==> src/rtl/cfg_scrub_pkg.sv <==
// Package: shared state type, command constants and the CRC step for the
// configuration readback scrub sequencer.
// Assumes: CRC is non-reflected, fed MSB first, no final inversion.
package cfg_scrub_pkg;

    typedef enum logic [2:0] {
        ST_IDLE,
        ST_ABORT,
        ST_GAP,
        ST_CMD,
        ST_TURN,
        ST_READ,
        ST_CHECK
    } scrub_state_t;

    localparam int          CMD_BYTES   = 32;
    localparam logic [31:0] CRC_POLY    = 32'h04C1_1DB7;
    localparam logic [31:0] CRC_SEED    = 32'hFFFF_FFFF;
    localparam logic [31:0] W_DUMMY     = 32'hFFFF_FFFF;
    localparam logic [31:0] W_SYNC      = 32'hAA99_5566;
    localparam logic [31:0] W_HDR_FADDR = 32'h3000_2001;
    localparam logic [31:0] W_HDR_CMD   = 32'h3000_8001;
    localparam logic [31:0] W_RDCFG     = 32'h0000_0004;
    localparam logic [31:0] W_HDR_FREAD = 32'h2800_6000;
    localparam logic [4:0]  CNT_HDR     = 5'b01001;

    // Advance a CRC-32 register by one 32-bit word, MSB first.
    function automatic logic [31:0] crc_step(input logic [31:0] crc_in,
                                             input logic [31:0] word);
        logic [31:0] c;
        logic        fb;
        c = crc_in;
        for (int i = 31; i >= 0; i--) begin
            fb = c[31] ^ word[i];
            c  = {c[30:0], 1'b0} ^ (fb ? CRC_POLY : 32'h0);
        end
        return c;
    endfunction

endpackage

==> src/rtl/cfg_cmd_rom.sv <==
// Command byte source: maps a byte index 0..31 of the readback command
// stream to the byte to drive. Word-level layout, MSB first within words.
// Assumes: far and cnt_word are stable for the whole command phase.
module cfg_cmd_rom
    import cfg_scrub_pkg::*;
(
    input  logic [4:0]  idx,
    input  logic [31:0] far,
    input  logic [31:0] cnt_word,
    output logic [7:0]  byte_o
);

    logic [31:0] word_sel;

    // Pick the 32-bit command word that holds this byte.
    always_comb begin
        unique case (idx[4:2])
            3'd0:    word_sel = W_DUMMY;
            3'd1:    word_sel = W_SYNC;
            3'd2:    word_sel = W_HDR_FADDR;
            3'd3:    word_sel = far;
            3'd4:    word_sel = W_HDR_CMD;
            3'd5:    word_sel = W_RDCFG;
            3'd6:    word_sel = W_HDR_FREAD;
            default: word_sel = cnt_word;
        endcase
    end

    // Extract the byte, most significant first.
    always_comb begin
        unique case (idx[1:0])
            2'd0:    byte_o = word_sel[31:24];
            2'd1:    byte_o = word_sel[23:16];
            2'd2:    byte_o = word_sel[15:8];
            default: byte_o = word_sel[7:0];
        endcase
    end

endmodule

==> src/rtl/cfg_word_asm.sv <==
// Byte-to-word assembler: collects accepted bytes MSB first into 32-bit
// words and counts completed words.
// Assumes: clear and cap_en are never high in the same cycle.
module cfg_word_asm #(
    parameter int WCNT_W = 16
) (
    input  logic              clk,
    input  logic              rst_n,
    input  logic              clear,
    input  logic              cap_en,
    input  logic [7:0]        byte_i,
    output logic [31:0]       word_o,
    output logic              word_last,
    output logic [WCNT_W-1:0] words
);

    localparam logic [WCNT_W-1:0] ONE_W = WCNT_W'(1);

    logic [23:0] shreg;
    logic [1:0]  bcnt;

    assign word_o    = {shreg, byte_i};
    assign word_last = cap_en && (bcnt == 2'd3);

    // Shift in bytes and track the byte position inside the word.
    always_ff @(posedge clk) begin
        if (!rst_n || clear) begin
            shreg <= '0;
            bcnt  <= '0;
        end else if (cap_en) begin
            shreg <= {shreg[15:0], byte_i};
            bcnt  <= bcnt + 2'd1;
        end
    end

    // Count words completed in the current pass.
    always_ff @(posedge clk) begin
        if (!rst_n || clear) begin
            words <= '0;
        end else if (word_last) begin
            words <= words + ONE_W;
        end
    end

endmodule

==> src/rtl/cfg_crc_acc.sv <==
// CRC-32 accumulator over assembled readback words.
// Assumes: clear re-seeds the register at the start of each pass.
module cfg_crc_acc
    import cfg_scrub_pkg::*;
(
    input  logic        clk,
    input  logic        rst_n,
    input  logic        clear,
    input  logic        upd,
    input  logic [31:0] word_i,
    output logic [31:0] crc_o
);

    // Seed on reset or clear, fold in one word per update.
    always_ff @(posedge clk) begin
        if (!rst_n || clear) begin
            crc_o <= CRC_SEED;
        end else if (upd) begin
            crc_o <= crc_step(crc_o, word_i);
        end
    end

endmodule

==> src/rtl/cfg_mis_ctr.sv <==
// Saturating mismatch counter for word-by-word comparison.
// Assumes: differ is only meaningful when upd is high.
module cfg_mis_ctr #(
    parameter int MCNT_W = 8
) (
    input  logic              clk,
    input  logic              rst_n,
    input  logic              clear,
    input  logic              upd,
    input  logic              differ,
    output logic [MCNT_W-1:0] count
);

    localparam logic [MCNT_W-1:0] CMAX = {MCNT_W{1'b1}};

    // Count differing words, stopping at the maximum value.
    always_ff @(posedge clk) begin
        if (!rst_n || clear) begin
            count <= '0;
        end else if (upd && differ && (count != CMAX)) begin
            count <= count + MCNT_W'(1);
        end
    end

endmodule

==> src/rtl/cfg_scrub_seq.sv <==
// Readback scrub sequencer top: aborts, writes the readback command
// stream, drains every requested word, then checks CRC and mismatch count.
// Assumes: clk is the configuration clock; start is a one-cycle pulse;
// word_count fits in 27 bits.
module cfg_scrub_seq
    import cfg_scrub_pkg::*;
#(
    parameter int ABORT_LEN = 4,
    parameter int WCNT_W    = 16,
    parameter int MCNT_W    = 8
) (
    input  logic              clk,
    input  logic              rst_n,
    input  logic              start,
    input  logic [31:0]       start_frame_addr,
    input  logic [WCNT_W-1:0] word_count,
    input  logic [31:0]       exp_crc,
    input  logic              cmp_en,
    input  logic [31:0]       exp_word,
    input  logic [MCNT_W-1:0] mismatch_limit,
    output logic              cfg_cs_n,
    output logic              cfg_wr_n,
    output logic [7:0]        cfg_data_o,
    output logic              cfg_data_oe,
    input  logic [7:0]        cfg_data_i,
    input  logic              cfg_busy,
    output logic [WCNT_W-1:0] word_index,
    output logic              done,
    output logic              crc_error,
    output logic              reconfig_request
);

    localparam int                PC_W     = (ABORT_LEN > 32) ? $clog2(ABORT_LEN) : 5;
    localparam logic [PC_W-1:0]   ABORT_LST = PC_W'(ABORT_LEN - 1);
    localparam logic [PC_W-1:0]   CMD_LST   = PC_W'(CMD_BYTES - 1);
    localparam logic [WCNT_W-1:0] ONE_W     = WCNT_W'(1);

    scrub_state_t      state;
    logic [PC_W-1:0]   phase;
    logic [31:0]       far_q;
    logic [WCNT_W-1:0] cnt_q;
    logic              accept;
    logic              cap_en;
    logic [31:0]       asm_word;
    logic              asm_last;
    logic [WCNT_W-1:0] asm_words;
    logic [31:0]       crc_val;
    logic [MCNT_W-1:0] mis_cnt;
    logic [7:0]        rom_byte;
    logic [31:0]       cnt_word;

    assign accept   = (state == ST_IDLE) && start;
    assign cap_en   = (state == ST_READ) && !cfg_busy;
    assign cnt_word = {CNT_HDR, 27'(cnt_q)};

    cfg_cmd_rom u_rom (
        .idx      (phase[4:0]),
        .far      (far_q),
        .cnt_word (cnt_word),
        .byte_o   (rom_byte)
    );

    cfg_word_asm #(.WCNT_W(WCNT_W)) u_asm (
        .clk       (clk),
        .rst_n     (rst_n),
        .clear     (accept),
        .cap_en    (cap_en),
        .byte_i    (cfg_data_i),
        .word_o    (asm_word),
        .word_last (asm_last),
        .words     (asm_words)
    );

    cfg_crc_acc u_crc (
        .clk    (clk),
        .rst_n  (rst_n),
        .clear  (accept),
        .upd    (asm_last),
        .word_i (asm_word),
        .crc_o  (crc_val)
    );

    cfg_mis_ctr #(.MCNT_W(MCNT_W)) u_mis (
        .clk    (clk),
        .rst_n  (rst_n),
        .clear  (accept),
        .upd    (asm_last && cmp_en),
        .differ (asm_word != exp_word),
        .count  (mis_cnt)
    );

    // Session sequencing: abort, gap, command bytes, turnaround, drain, check.
    always_ff @(posedge clk) begin
        if (!rst_n) begin
            state <= ST_IDLE;
            phase <= '0;
        end else begin
            unique case (state)
                ST_IDLE: begin
                    phase <= '0;
                    if (start) state <= ST_ABORT;
                end
                ST_ABORT: begin
                    if (phase == ABORT_LST) begin
                        phase <= '0;
                        state <= ST_GAP;
                    end else begin
                        phase <= phase + PC_W'(1);
                    end
                end
                ST_GAP: state <= ST_CMD;
                ST_CMD: begin
                    if (phase == CMD_LST) begin
                        phase <= '0;
                        state <= ST_TURN;
                    end else begin
                        phase <= phase + PC_W'(1);
                    end
                end
                ST_TURN: state <= (cnt_q == '0) ? ST_CHECK : ST_READ;
                ST_READ: begin
                    if (asm_last && ((asm_words + ONE_W) == cnt_q)) state <= ST_CHECK;
                end
                ST_CHECK: state <= ST_IDLE;
                default:  state <= ST_IDLE;
            endcase
        end
    end

    // Latch the pass parameters when a start is accepted.
    always_ff @(posedge clk) begin
        if (!rst_n) begin
            far_q <= '0;
            cnt_q <= '0;
        end else if (accept) begin
            far_q <= start_frame_addr;
            cnt_q <= word_count;
        end
    end

    // Result flags: cleared on accept, decided once in the check cycle.
    always_ff @(posedge clk) begin
        if (!rst_n || accept) begin
            done             <= 1'b0;
            crc_error        <= 1'b0;
            reconfig_request <= 1'b0;
        end else if (state == ST_CHECK) begin
            done <= 1'b1;
            if (cmp_en && (mis_cnt > mismatch_limit)) begin
                reconfig_request <= 1'b1;
            end else begin
                crc_error <= (crc_val != exp_crc);
            end
        end
    end

    // Port pin decode from the current state.
    always_comb begin
        cfg_cs_n    = 1'b1;
        cfg_wr_n    = 1'b1;
        cfg_data_oe = 1'b0;
        cfg_data_o  = 8'h00;
        unique case (state)
            ST_ABORT: begin
                cfg_cs_n = 1'b0;
                cfg_wr_n = phase[0];
            end
            ST_CMD: begin
                cfg_cs_n    = 1'b0;
                cfg_wr_n    = 1'b0;
                cfg_data_oe = 1'b1;
                cfg_data_o  = rom_byte;
            end
            ST_TURN, ST_READ: cfg_cs_n = 1'b0;
            default: ;
        endcase
    end

    assign word_index = asm_words;

endmodule

==> config.mk <==
export PLATFORM = sky130hd
export DESIGN_NAME = cfg_scrub_seq
export DESIGN_NICKNAME = d
export VERILOG_FILES = /design/src/rtl/cfg_scrub_pkg.sv /design/src/rtl/cfg_cmd_rom.sv /design/src/rtl/cfg_word_asm.sv /design/src/rtl/cfg_crc_acc.sv /design/src/rtl/cfg_mis_ctr.sv /design/src/rtl/cfg_scrub_seq.sv
export SDC_FILE = /design/constraint.sdc
export NUM_CORES = 1
export LEC_CHECK = 0
export BUFFER_PORTS_ARGS = -buffer_cell sky130_fd_sc_hd__clkbuf_2
export CELL_PAD_IN_SITES_DETAIL_PLACEMENT = 1
export CELL_PAD_IN_SITES_GLOBAL_PLACEMENT = 2
export CORE_MARGIN = 4
export CORE_UTILIZATION = 35
export DETAILED_ROUTE_END_ITERATION = 7
export GPL_ROUTABILITY_DRIVEN = 0
export PLACE_DENSITY_LB_ADDON = 0.15
export SLEW_MARGIN = 30
export SYNTH_ARGS = -nofsm -noshare
export SYNTH_HDL_FRONTEND = slang
export SYNTH_SLANG_ARGS = --single-unit
export TNS_END_PERCENT = 100
==> constraint.sdc <==
create_clock -name clk -period 4.4 [get_ports clk]
set_clock_uncertainty 0.2 [all_clocks]
set_input_delay 0.88 -clock clk [delete_from_list [all_inputs] [get_ports clk]]
set_output_delay 0.88 -clock clk [all_outputs]
set_load 0.02 [all_outputs]
==> results of run 1 <==
per-stage QoR:
step / util / std cells / TNS (ns) / hold slack (ns)
after floorplan: - / 1220 / 0 / 0.2399
after global placement: 0.4044 / 1753 / 0 / 0.2484
after detailed placement: 0.4044 / 1753 / 0 / 0.2532
after CTS: 0.4260 / 1785 / 0 / 0.2623
after global routing: 0.4268 / 1785 / -0.005534 / 0.2902
final: 0.4268 / 1785 / 0 / 0.2616
synthesized netlist by cell type, types with 4 or more instances:
library cell / number / share of area
a211oi_1: 4 / 0.0028
a21boi_0: 51 / 0.036
a21o_1: 8 / 0.0056
a21oi_1: 61 / 0.029
a221oi_1: 5 / 0.0041
a22o_1: 6 / 0.0049
a22oi_1: 4 / 0.0028
a31oi_1: 5 / 0.0029
and2_1: 6 / 0.0035
and3_1: 10 / 0.0059
clkbuf_1: 57 / 0.020
dfxtp_1: 141 / 0.26
ha_1: 16 / 0.019
inv_1: 17 / 0.0060
mux2_2: 4 / 0.0042
mux2i_1: 7 / 0.0066
nand2_1: 206 / 0.072
nand3_1: 18 / 0.0084
nand4_1: 17 / 0.0099
nor2_1: 60 / 0.021
nor2b_1: 14 / 0.0082
nor3_1: 31 / 0.015
nor4_1: 16 / 0.0094
o211ai_1: 18 / 0.013
o21ai_0: 30 / 0.014
or3_1: 13 / 0.0076
xnor2_1: 196 / 0.16
xnor2_2: 12 / 0.018
xnor3_1: 30 / 0.063
xor2_1: 85 / 0.070
xor2_4: 5 / 0.013
xor3_1: 12 / 0.027
tightest hold or removal path: stages (launching register included):
cell and delay (ns):
dfxtp_1 0.31, nand2_1 0.05, a21oi_1 0.05
routing by layer:
metal,routed length [µm],track usage
met1,16850,0.2834
met2,17420,0.3759
met3,1689,0.03887
met4,996,0.06913
met5,8,0
worst max-delay path by stage:
stage / start / end / slack (ns)
final: u_crc.crc_o[26]$_SDFFE_PP1P_ / u_crc.crc_o[9]$_SDFFE_PP1P_ / 0.16
after global routing: u_crc.crc_o[29]$_SDFFE_PP1P_ / u_crc.crc_o[12]$_SDFFE_PP1P_ / -0.006
after detailed placement: u_crc.crc_o[26]$_SDFFE_PP1P_ / u_crc.crc_o[13]$_SDFFE_PP1P_ / 0.21
after CTS: u_crc.crc_o[26]$_SDFFE_PP1P_ / u_crc.crc_o[9]$_SDFFE_PP1P_ / 0.14
after floorplan: u_crc.crc_o[29]$_SDFFE_PP1P_ / u_crc.crc_o[7]$_SDFFE_PP1P_ / 0.43
after global placement: u_asm.shreg[18]$_SDFFE_PP0P_ / u_crc.crc_o[13]$_SDFFE_PP1P_ / 0.34
state kept, by name, summed over array words and instances (netlist names):
register          count
far_q                32
u_crc.crc_o          32
u_asm.shreg          24
cnt_q                16
u_asm.words          16
u_mis.count           8
phase                 5
state                 3
u_asm.bcnt            2
crc_error             1
done                  1
reconfig_request      1
logic make-up (layout without fill, tap and decap cells):
group / Yosys count / after routing / synth area share
adders and majority gates: 16 / 16 / 0.01872
muxes: 12 / 12 / 0.01182
xor gates and xnor gates: 349 / 349 / 0.3700
AOI/OAI and AO/OA: 216 / 216 / 0.1340
buffers and inverters: 78 / 253 / 0.02774
DFF: 141 / 141 / 0.2640
and+or+nand+nor: 408 / 408 / 0.1737
final cells by class:
type	instances	area [µm²]
inverter	17	63.81
sequential	141	2823
tap	390	488.0
fill	3573	17130
multi-input combinational	1001	7604
clock inverter	14	206.4
timing repair buffer	204	1126
clock buffer	18	439.2
power by group:
part | internal, mW | leakage (nW) | total [mW] | switching [mW]
sequential | 1.31 | 1.14 | 1.36 | 0.0464
clock | 0.979 | 0.306 | 1.63 | 0.650
combinational | 0.225 | 3.65 | 0.526 | 0.301
total | 2.52 | 5.10 | 3.52 | 0.998
==> impl_metrics.toml, run 1 <==
[power_and_ir_drop]
p_leak_nw = 5.103
power_mw = 3.516
power_density_nw_per_um2 = 275.8
ir_drop_v = 0.0002426

[synth]
avgSynthCellArea_um2 = 8.764
ys_seq_area_frac = 0.2640
ys.warnings.count = 0
synth-seq-cells = 141
ys_types = 66
syn_area_um2 = 10690
async_flop_share = 0
ys.flop_type = "dfxtp_1"
synthCells = 1220
syn_nets = 1369
synth_edf_count = 0

[critical_path]
cp.depth = 9
r2r_cells = 9
cp_slowest_cell = "xnor2_2"
cp_top_family = "XOR/XNOR gates"
cp.required_ns = 4.53
r2r_end = "u_crc.crc_o[9]$_SDFFE_PP1P_"
crit_type = "flip-flop to flip-flop"
max_stage_delay_ns = 0.61
r2r_slack_ns = 0.16
cp_max_fo = 8
start_kind = "flip-flop"
path_cells = "xnor2_2, xnor3_1, xnor3_1, xnor3_1, xnor3_2, xor3_1, xor2_1, or3_1, o211a_1"
r2r-start = "u_crc.crc_o[26]$_SDFFE_PP1P_"
cpMostUsedCell = "xnor3_1"
worstPathArrival_ns = 4.37
worst-path-buf-inv = 0
crit_path_end_kind = "flip-flop"

[clocking]
holdBufCountCts = 0
cts_root_buf = "clkbuf_16"
path_clk_slew_ns = 0.07
cts_tree = "done"
htreeDepth = 4
cts_resized = 0
insertion_delay_ns = 0.44
cts_sinks = 141
postCtsSetupBuffers = 0
cts.path.max_buffers = 2
cts-buffers-inserted = 17

[cells_and_area]
diodes = 0
design_area_um2 = 12750
layout_common_cells = "nand2_1, xnor2_1, clkbuf_2, dfxtp_1, xor2_1"
fin_nets = 1531
final_layout_size_suffix_gt1_frac = 0.1971
mostFrequentLayoutCell = "nand2_1"
areaGrowthSynthToFinish_pct = 19.25

[global_route]
grt.total_usage = 0.2198
grt-ovfl-total = 0
grt_max_degree = 58
grt_pass1_wl_mm = 56.70
antenna_found_initial = 1
first_global_vias = 9459

[sta]
fin_crit_sh = 0.9642
timing.final.ws_setup_ns = 0.1574
finalCriticalPeriod_ns = 4.243
relSlewSlack = 0.4219
worst_pin_slew_ns = 0.8592
fmax_mhz = 235.7
slew_violations = 0
hold_violations = 0
setup_viol = 0

[drt]
drt_iter0_drc = 520
wl_per_cell_um = 20.70
avgViaCountPerCell = 5.103
totalWireLength_mm = 36.96
ant_nets = 0
drc_errors = 0
first_pass_iters = 5
vias = 9109

[flow_run]
cap_violations = 0

[die]
die_area_um2 = 33410
die_y_um = 182.8
num_rows = 63
io_pins = 163
start_util = 0.3579
die_w_um = 182.8
core_um2 = 29870

[placed_design]
dp_hpwl_mm = 29.30
dp_slack_ns = 0.2109
placed_area_um2 = 12080
io_buffers = 162

[worst_hold_path]
min-delay-path-class = "flip-flop to flip-flop"
hp-start = "u_asm.bcnt[1]$_SDFFE_PP0P_"
hold_end = "u_asm.bcnt[1]$_SDFFE_PP0P_"
hold_depth = 2

[status]
outcome = "complete, no violations"
No activity file was read; power rests on OpenSTA's default activity.
==> run 2: changes to the inputs <==
--- a/config.mk
+++ b/config.mk
@@ -9,10 +9,11 @@
 export CELL_PAD_IN_SITES_DETAIL_PLACEMENT = 1
 export CELL_PAD_IN_SITES_GLOBAL_PLACEMENT = 2
 export CORE_MARGIN = 4
-export CORE_UTILIZATION = 35
+export CORE_UTILIZATION = 38
 export DETAILED_ROUTE_END_ITERATION = 7
 export GPL_ROUTABILITY_DRIVEN = 0
 export PLACE_DENSITY_LB_ADDON = 0.15
+export REMOVE_ABC_BUFFERS = 1
 export SLEW_MARGIN = 30
 export SYNTH_ARGS = -nofsm -noshare
 export SYNTH_HDL_FRONTEND = slang
==> constraint.sdc (replaced) <==
create_clock -name clk -period 5.25 [get_ports clk]
set_clock_uncertainty 0.2 [all_clocks]
set_input_delay 1.05 -clock clk [delete_from_list [all_inputs] [get_ports clk]]
set_output_delay 1.05 -clock clk [all_outputs]
set_load 0.02 [all_outputs]
==> run 2 against run 1 <==
Effect of this change:
- first-iteration DRC count down 17%
- fmax down 4.1%
- clock power decreased by 21%
- routed wire length fell by 1.6%
- critical path type unchanged
- largest power group unchanged
- critical endpoint is now u_crc.crc_o[5]$_SDFFE_PP1P_
==> impl_metrics.toml, run 2 (same netlist as run 1, synthesis figures left out) <==
[status]
outcome = "complete, no violations"

[sta]
rsz0062_at_grt = "no"
holdWs_ns = 0.2661
fin_crit_sh = 0.8428
fmax_mhz = 226.0
setup_viol = 0
worst_pin_slew_ns = 0.9413
relSlewSlack = 0.3667
hold_violations = 0
timing.final.ws_setup_ns = 0.8253
slew_violations = 0
fin_tns_setup_ns = 0
finalCriticalPeriod_ns = 4.425

[power_and_ir_drop]
power_mw = 2.872
ir_drop_v = 0.0001750
p_leak_nw = 4.952
power_density_nw_per_um2 = 230.2

[cells_and_area]
design_area_um2 = 12480
final_cells = 1746
areaGrowthSynthToFinish_pct = 16.70
multi_input_area_um2 = 7580
mostFrequentLayoutCell = "nand2_1"
post-route-util = 0.4491
layout_common_cells = "nand2_1, xnor2_1, clkbuf_2, dfxtp_1, xor2_1"
fill_cells = 3393
final_layout_size_suffix_gt1_frac = 0.1791
fin_nets = 1504
diodes = 0
seqCellArea_um2 = 2824
largest_registers = "far_q: 32 flops, u_crc.crc_o: 32 flops, u_asm.shreg: 24 flops"

[critical_path]
cp.required_ns = 5.40
start_kind = "flip-flop"
worstPathArrival_ns = 4.58
crit_type = "flip-flop to flip-flop"
crit_path_end_kind = "flip-flop"
r2r_cells = 9
cp_max_fo = 11

[clocking]
holdBufCountCts = 0
cts_resized = 0
htreeDepth = 4
cts_tree = "done"
cts.path.max_buffers = 2
path_clk_slew_ns = 0.07
postCtsSetupBuffers = 0
insertion_delay_ns = 0.43
cts_sinks = 141
cts-buffers-inserted = 17
cts_root_buf = "clkbuf_16"

[drt]
wl_met1_mm = 16.85
first_pass_iters = 5
met3_length_mm = 1.748
avgViaCountPerCell = 5.199
ant_nets = 0
drc_errors = 0
drt_iter0_drc = 430
wl_met2_mm = 17.05
wl_per_cell_um = 20.83
totalWireLength_mm = 36.37
highest-signal-layer = "met4"
vias = 9078

[die]
die_y_um = 175.7
io_pins = 163
die_w_um = 175.7
core_um2 = 27780
die_area_um2 = 30880
start_util = 0.3848
num_rows = 61

[placed_design]
dp_hpwl_mm = 28.57
dp_slack_ns = 0.8367
placed_area_um2 = 11860
io_buffers = 162
placedCellCount = 1714

[worst_hold_path]
min-delay-path-class = "flip-flop to flip-flop"
hold_depth = 2

[flow_run]
cap_violations = 0

[global_route]
antenna_found_initial = 1
first_global_vias = 9373
grt-ovfl-total = 0
grt_pass1_wl_mm = 55.75
grt.total_usage = 0.2341
grt_max_degree = 58
## run 2: cell types whose count changed in the layout (fill, tap and decap cells not counted), moves of 2 or more
cell | before | now
buf_4 | 42 | 15
clkinvlp_4 | 3 | 1
clkinv_4 | 1 | 3
bufinv_16 | 4 | 2
xnor2_2 | 14 | 12
xnor2_1 | 194 | 196
inv_8 | 1 | 4
## run 2: critical path, cell delays in order, from the launching register on
cell	delay (ns)
dfxtp_1	0.45
xor2_1	0.36
xnor3_1	0.59
xor3_1	0.47
xor2_1	0.34
xnor3_1	0.71
xnor3_1	0.52
xnor3_1	0.32
and3_1	0.23
nor3_1	0.15
## run 2: area by class of cell
| type | instances | area share |
|---|---|---|
| timing repair buffer | 177 | 0.07401 |
| inverter | 17 | 0.005114 |
| clock inverter | 14 | 0.01394 |
| tap | 378 | 0.03791 |
| sequential | 141 | 0.2263 |
| clock buffer | 18 | 0.03520 |
| multi-input combinational | 1001 | 0.6075 |
## run 2: final timing paths
| kind | startpoint | endpoint | slack [ns] |
|---|---|---|---|
| worst max-delay path | u_crc.crc_o[28]$_SDFFE_PP1P_ | u_crc.crc_o[5]$_SDFFE_PP1P_ | 0.83 |
| worst min-delay path | far_q[14]$_SDFFE_PN0P_ | far_q[14]$_SDFFE_PN0P_ | 0.27 |
| worst min register to register | far_q[14]$_SDFFE_PN0P_ | far_q[14]$_SDFFE_PN0P_ | 0.27 |
| worst max register to register | u_crc.crc_o[28]$_SDFFE_PP1P_ | u_crc.crc_o[5]$_SDFFE_PP1P_ | 0.83 |
## run 2: per-layer routing
metal | vias to the layer above | track usage
met5 | - | 0
li1 | 4416 | -
met3 | 33 | 0.04283
met4 | 0 | 0.05913
met2 | 212 | 0.3876
met1 | 4417 | 0.3170
## run 2: power by group
| part | total, mW | switching, mW | internal [mW] |
|---|---|---|---|
| Combinational | 0.444 | 0.256 | 0.188 |
| Clock | 1.29 | 0.557 | 0.735 |
| Sequential | 1.14 | 0.0351 | 1.10 |
==> run 3: changes to the inputs <==
--- a/config.mk
+++ b/config.mk
@@ -9,7 +9,7 @@
 export CELL_PAD_IN_SITES_DETAIL_PLACEMENT = 1
 export CELL_PAD_IN_SITES_GLOBAL_PLACEMENT = 2
 export CORE_MARGIN = 4
-export CORE_UTILIZATION = 38
+export CORE_UTILIZATION = 32
 export DETAILED_ROUTE_END_ITERATION = 7
 export GPL_ROUTABILITY_DRIVEN = 0
 export PLACE_DENSITY_LB_ADDON = 0.15
==> constraint.sdc (replaced) <==
create_clock -name clk -period 3.7 [get_ports clk]
set_clock_uncertainty 0.2 [all_clocks]
set_input_delay 0.74 -clock clk [delete_from_list [all_inputs] [get_ports clk]]
set_output_delay 0.74 -clock clk [all_outputs]
set_load 0.02 [all_outputs]
==> run 3 against run 2 <==
Effect of this change:
- highest routed layer unchanged
- first-iteration DRC count increased by 46%
- worst hold slack worse by 0.0032 ns
- register-to-register slack lost 0.86 ns
- sequential share of layout area down 2.9 points
- the run now ends with negative setup slack left
- largest power group unchanged
- global-route usage shrank 1.2 points
- clock power rose by 53%
- count of clock-buffer cells in the layout up 1
- die area grew 18%
- core utilization shrank 0.96 points
- via count up 8.5%
- sequential power rose by 40%
- setup slack worse by 0.86 ns
==> impl_metrics.toml, run 3 (same netlist as run 1, synthesis figures left out) <==
[status]
outcome = "finished, violations left"
violations = "negative setup slack"

[global_route]
grt-ovfl-total = 0
antenna_found_initial = 0
first_global_vias = 10195
grt.total_usage = 0.2224
grt_max_degree = 55
grt_pass1_wl_mm = 61.67

[cells_and_area]
diodes = 0
final_layout_size_suffix_gt1_frac = 0.3192
multi_input_area_um2 = 8073
design_area_um2 = 14410
post-route-util = 0.4395
layout_common_cells = "nand2_1, xnor2_1, buf_4, clkbuf_2, dfxtp_1"
areaGrowthSynthToFinish_pct = 34.76
mostFrequentLayoutCell = "nand2_1"
largest_registers = "far_q: 32 flops, u_crc.crc_o: 32 flops, u_asm.shreg: 24 flops"
seqCellArea_um2 = 2850
fin_nets = 1668
fill_cells = 3849

[drt]
totalWireLength_mm = 41.99
drt_iter0_drc = 628
wl_met1_mm = 19.09
wl_met2_mm = 19.96
highest-signal-layer = "met4"
drc_errors = 0
wl_per_cell_um = 21.27
ant_nets = 0
vias = 9850
avgViaCountPerCell = 4.990
met3_length_mm = 1.812
first_pass_iters = 5

[critical_path]
worstPathArrival_ns = 3.90
start_kind = "flip-flop"
cp_max_fo = 5
critPathLaunch = "u_crc.crc_o[29]$_SDFFE_PP1P_"
r2r-start = "u_crc.crc_o[29]$_SDFFE_PP1P_"
cpMostUsedCell = "xnor3_2"
worst-path-buf-inv = 0
crit_path_end_kind = "flip-flop"
max_stage_delay_ns = 0.60
cp_slowest_cell = "xnor3_4"
path_cells = "xor2_4, xnor3_2, xor3_1, xnor3_4, xnor2_4, xnor3_1, xnor3_2, and3_1, nor3_2"
crit_type = "flip-flop to flip-flop"
cp_top_family = "XOR/XNOR gates"
cp.required_ns = 3.87

[sta]
timing.final.ws_setup_ns = -0.03647
fin_crit_sh = 1.010
fmax_mhz = 267.6
slew_violations = 0
worst_pin_slew_ns = 0.6411
hold_violations = 0
fin_tns_setup_ns = -0.1651
relSlewSlack = 0.5716
holdWs_ns = 0.2629
finalCriticalPeriod_ns = 3.736
setup_viol = 7
rsz0062_at_grt = "yes"

[worst_hold_path]
hp-start = "u_asm.bcnt[1]$_SDFFE_PP0P_"
min-delay-path-class = "flip-flop to flip-flop"

[clocking]
cts_tree = "done"
cts-buffers-inserted = 17
insertion_delay_ns = 0.44
path_clk_slew_ns = 0.06
cts_root_buf = "clkbuf_16"
cts.path.max_buffers = 2
htreeDepth = 4
cts_sinks = 141

[power_and_ir_drop]
switching_share = 0.2887
p_int_mw = 3.070
pwr-share-seq = 0.372
p_sw_mw = 1.246
p_comb_frac = 0.172
ir_drop_v = 0.0003143
clockPowerShare = 0.457
power_density_nw_per_um2 = 299.6
p_leak_nw = 5.994
power_mw = 4.316

[die]
die_y_um = 190.8
num_rows = 66
core_um2 = 32780
die_area_um2 = 36400
io_pins = 163
start_util = 0.3261
die_w_um = 190.8

[placed_design]
placed_area_um2 = 12930
io_buffers = 162
dp_hpwl_mm = 31.56

[flow_run]
cap_violations = 0
==> run 3: cell count changes in the layout (fill, tap and decap cells not counted), sizes merged <==
| cell | delta |
|---|---|
| bufinv | +2 |
| clkinv | -3 |
| buf | +164 |
| clkbuf | +1 |
| inv | -1 |
| clkinvlp | +1 |
==> run 3: area by class of cell <==
type                    instances  share of cell area
multi-input cells            1001              0.5603
flip-flops and latches        141              0.1978
repair buffers                341              0.1543
well taps                     442             0.03838
clock buffers                  19             0.03074
clock inverters                13             0.01398
inverters                      17            0.004429
==> run 3: tightest hold or removal path: cells and delay by family, from the launching register on <==
family          cells  cell delay (ns)
simple gates        1             0.05
compound gates      1             0.05
flops               1             0.31
==> run 3: per-stage QoR <==
stage / setup WS [ns] / cells
floorplan: -1.155 / 1159
global placement: -0.1683 / 1906
detailed placement: -0.1622 / 1906
CTS: -0.01493 / 1951
global route: -0.1064 / 1974
finish: -0.03647 / 1974
==> run 3: timing repair <==
action                     4_1_cts  5_1_grt
buffers inserted                14       23
setup endpoints to repair       25       27
pin swaps                       22       20
resized for setup               54       59
hold buffers                     0        0
==> run 3: path summary, 6_finish.rpt <==
kind / to / slack, ns / cells after the start
setup / recovery: u_crc.crc_o[5]$_SDFFE_PP1P_ / -0.04 / 9
hold / removal: u_asm.bcnt[1]$_SDFFE_PP0P_ / 0.26 / 2
setup reg to reg: u_crc.crc_o[5]$_SDFFE_PP1P_ / -0.04 / 9
hold reg to reg: u_asm.bcnt[1]$_SDFFE_PP0P_ / 0.26 / 2
==> run 3: power groups by stage <==
stage	logic (mW)	registers (mW)	clock network [mW]
floorplan	0.393	1.63	0
global placement	0.682	1.64	0
detailed placement	0.690	1.64	0
CTS	0.711	1.61	2.02
global route	0.812	1.61	2.08
finish	0.740	1.60	1.97
==> run 3: per-layer routing <==
metal | vias to the layer above | global-route usage
li1 | 4753 | -
met1 | 4805 | 0.2968
met2 | 241 | 0.3708
met3 | 51 | 0.03662
met4 | 0 | 0.06713
met5 | - | 0
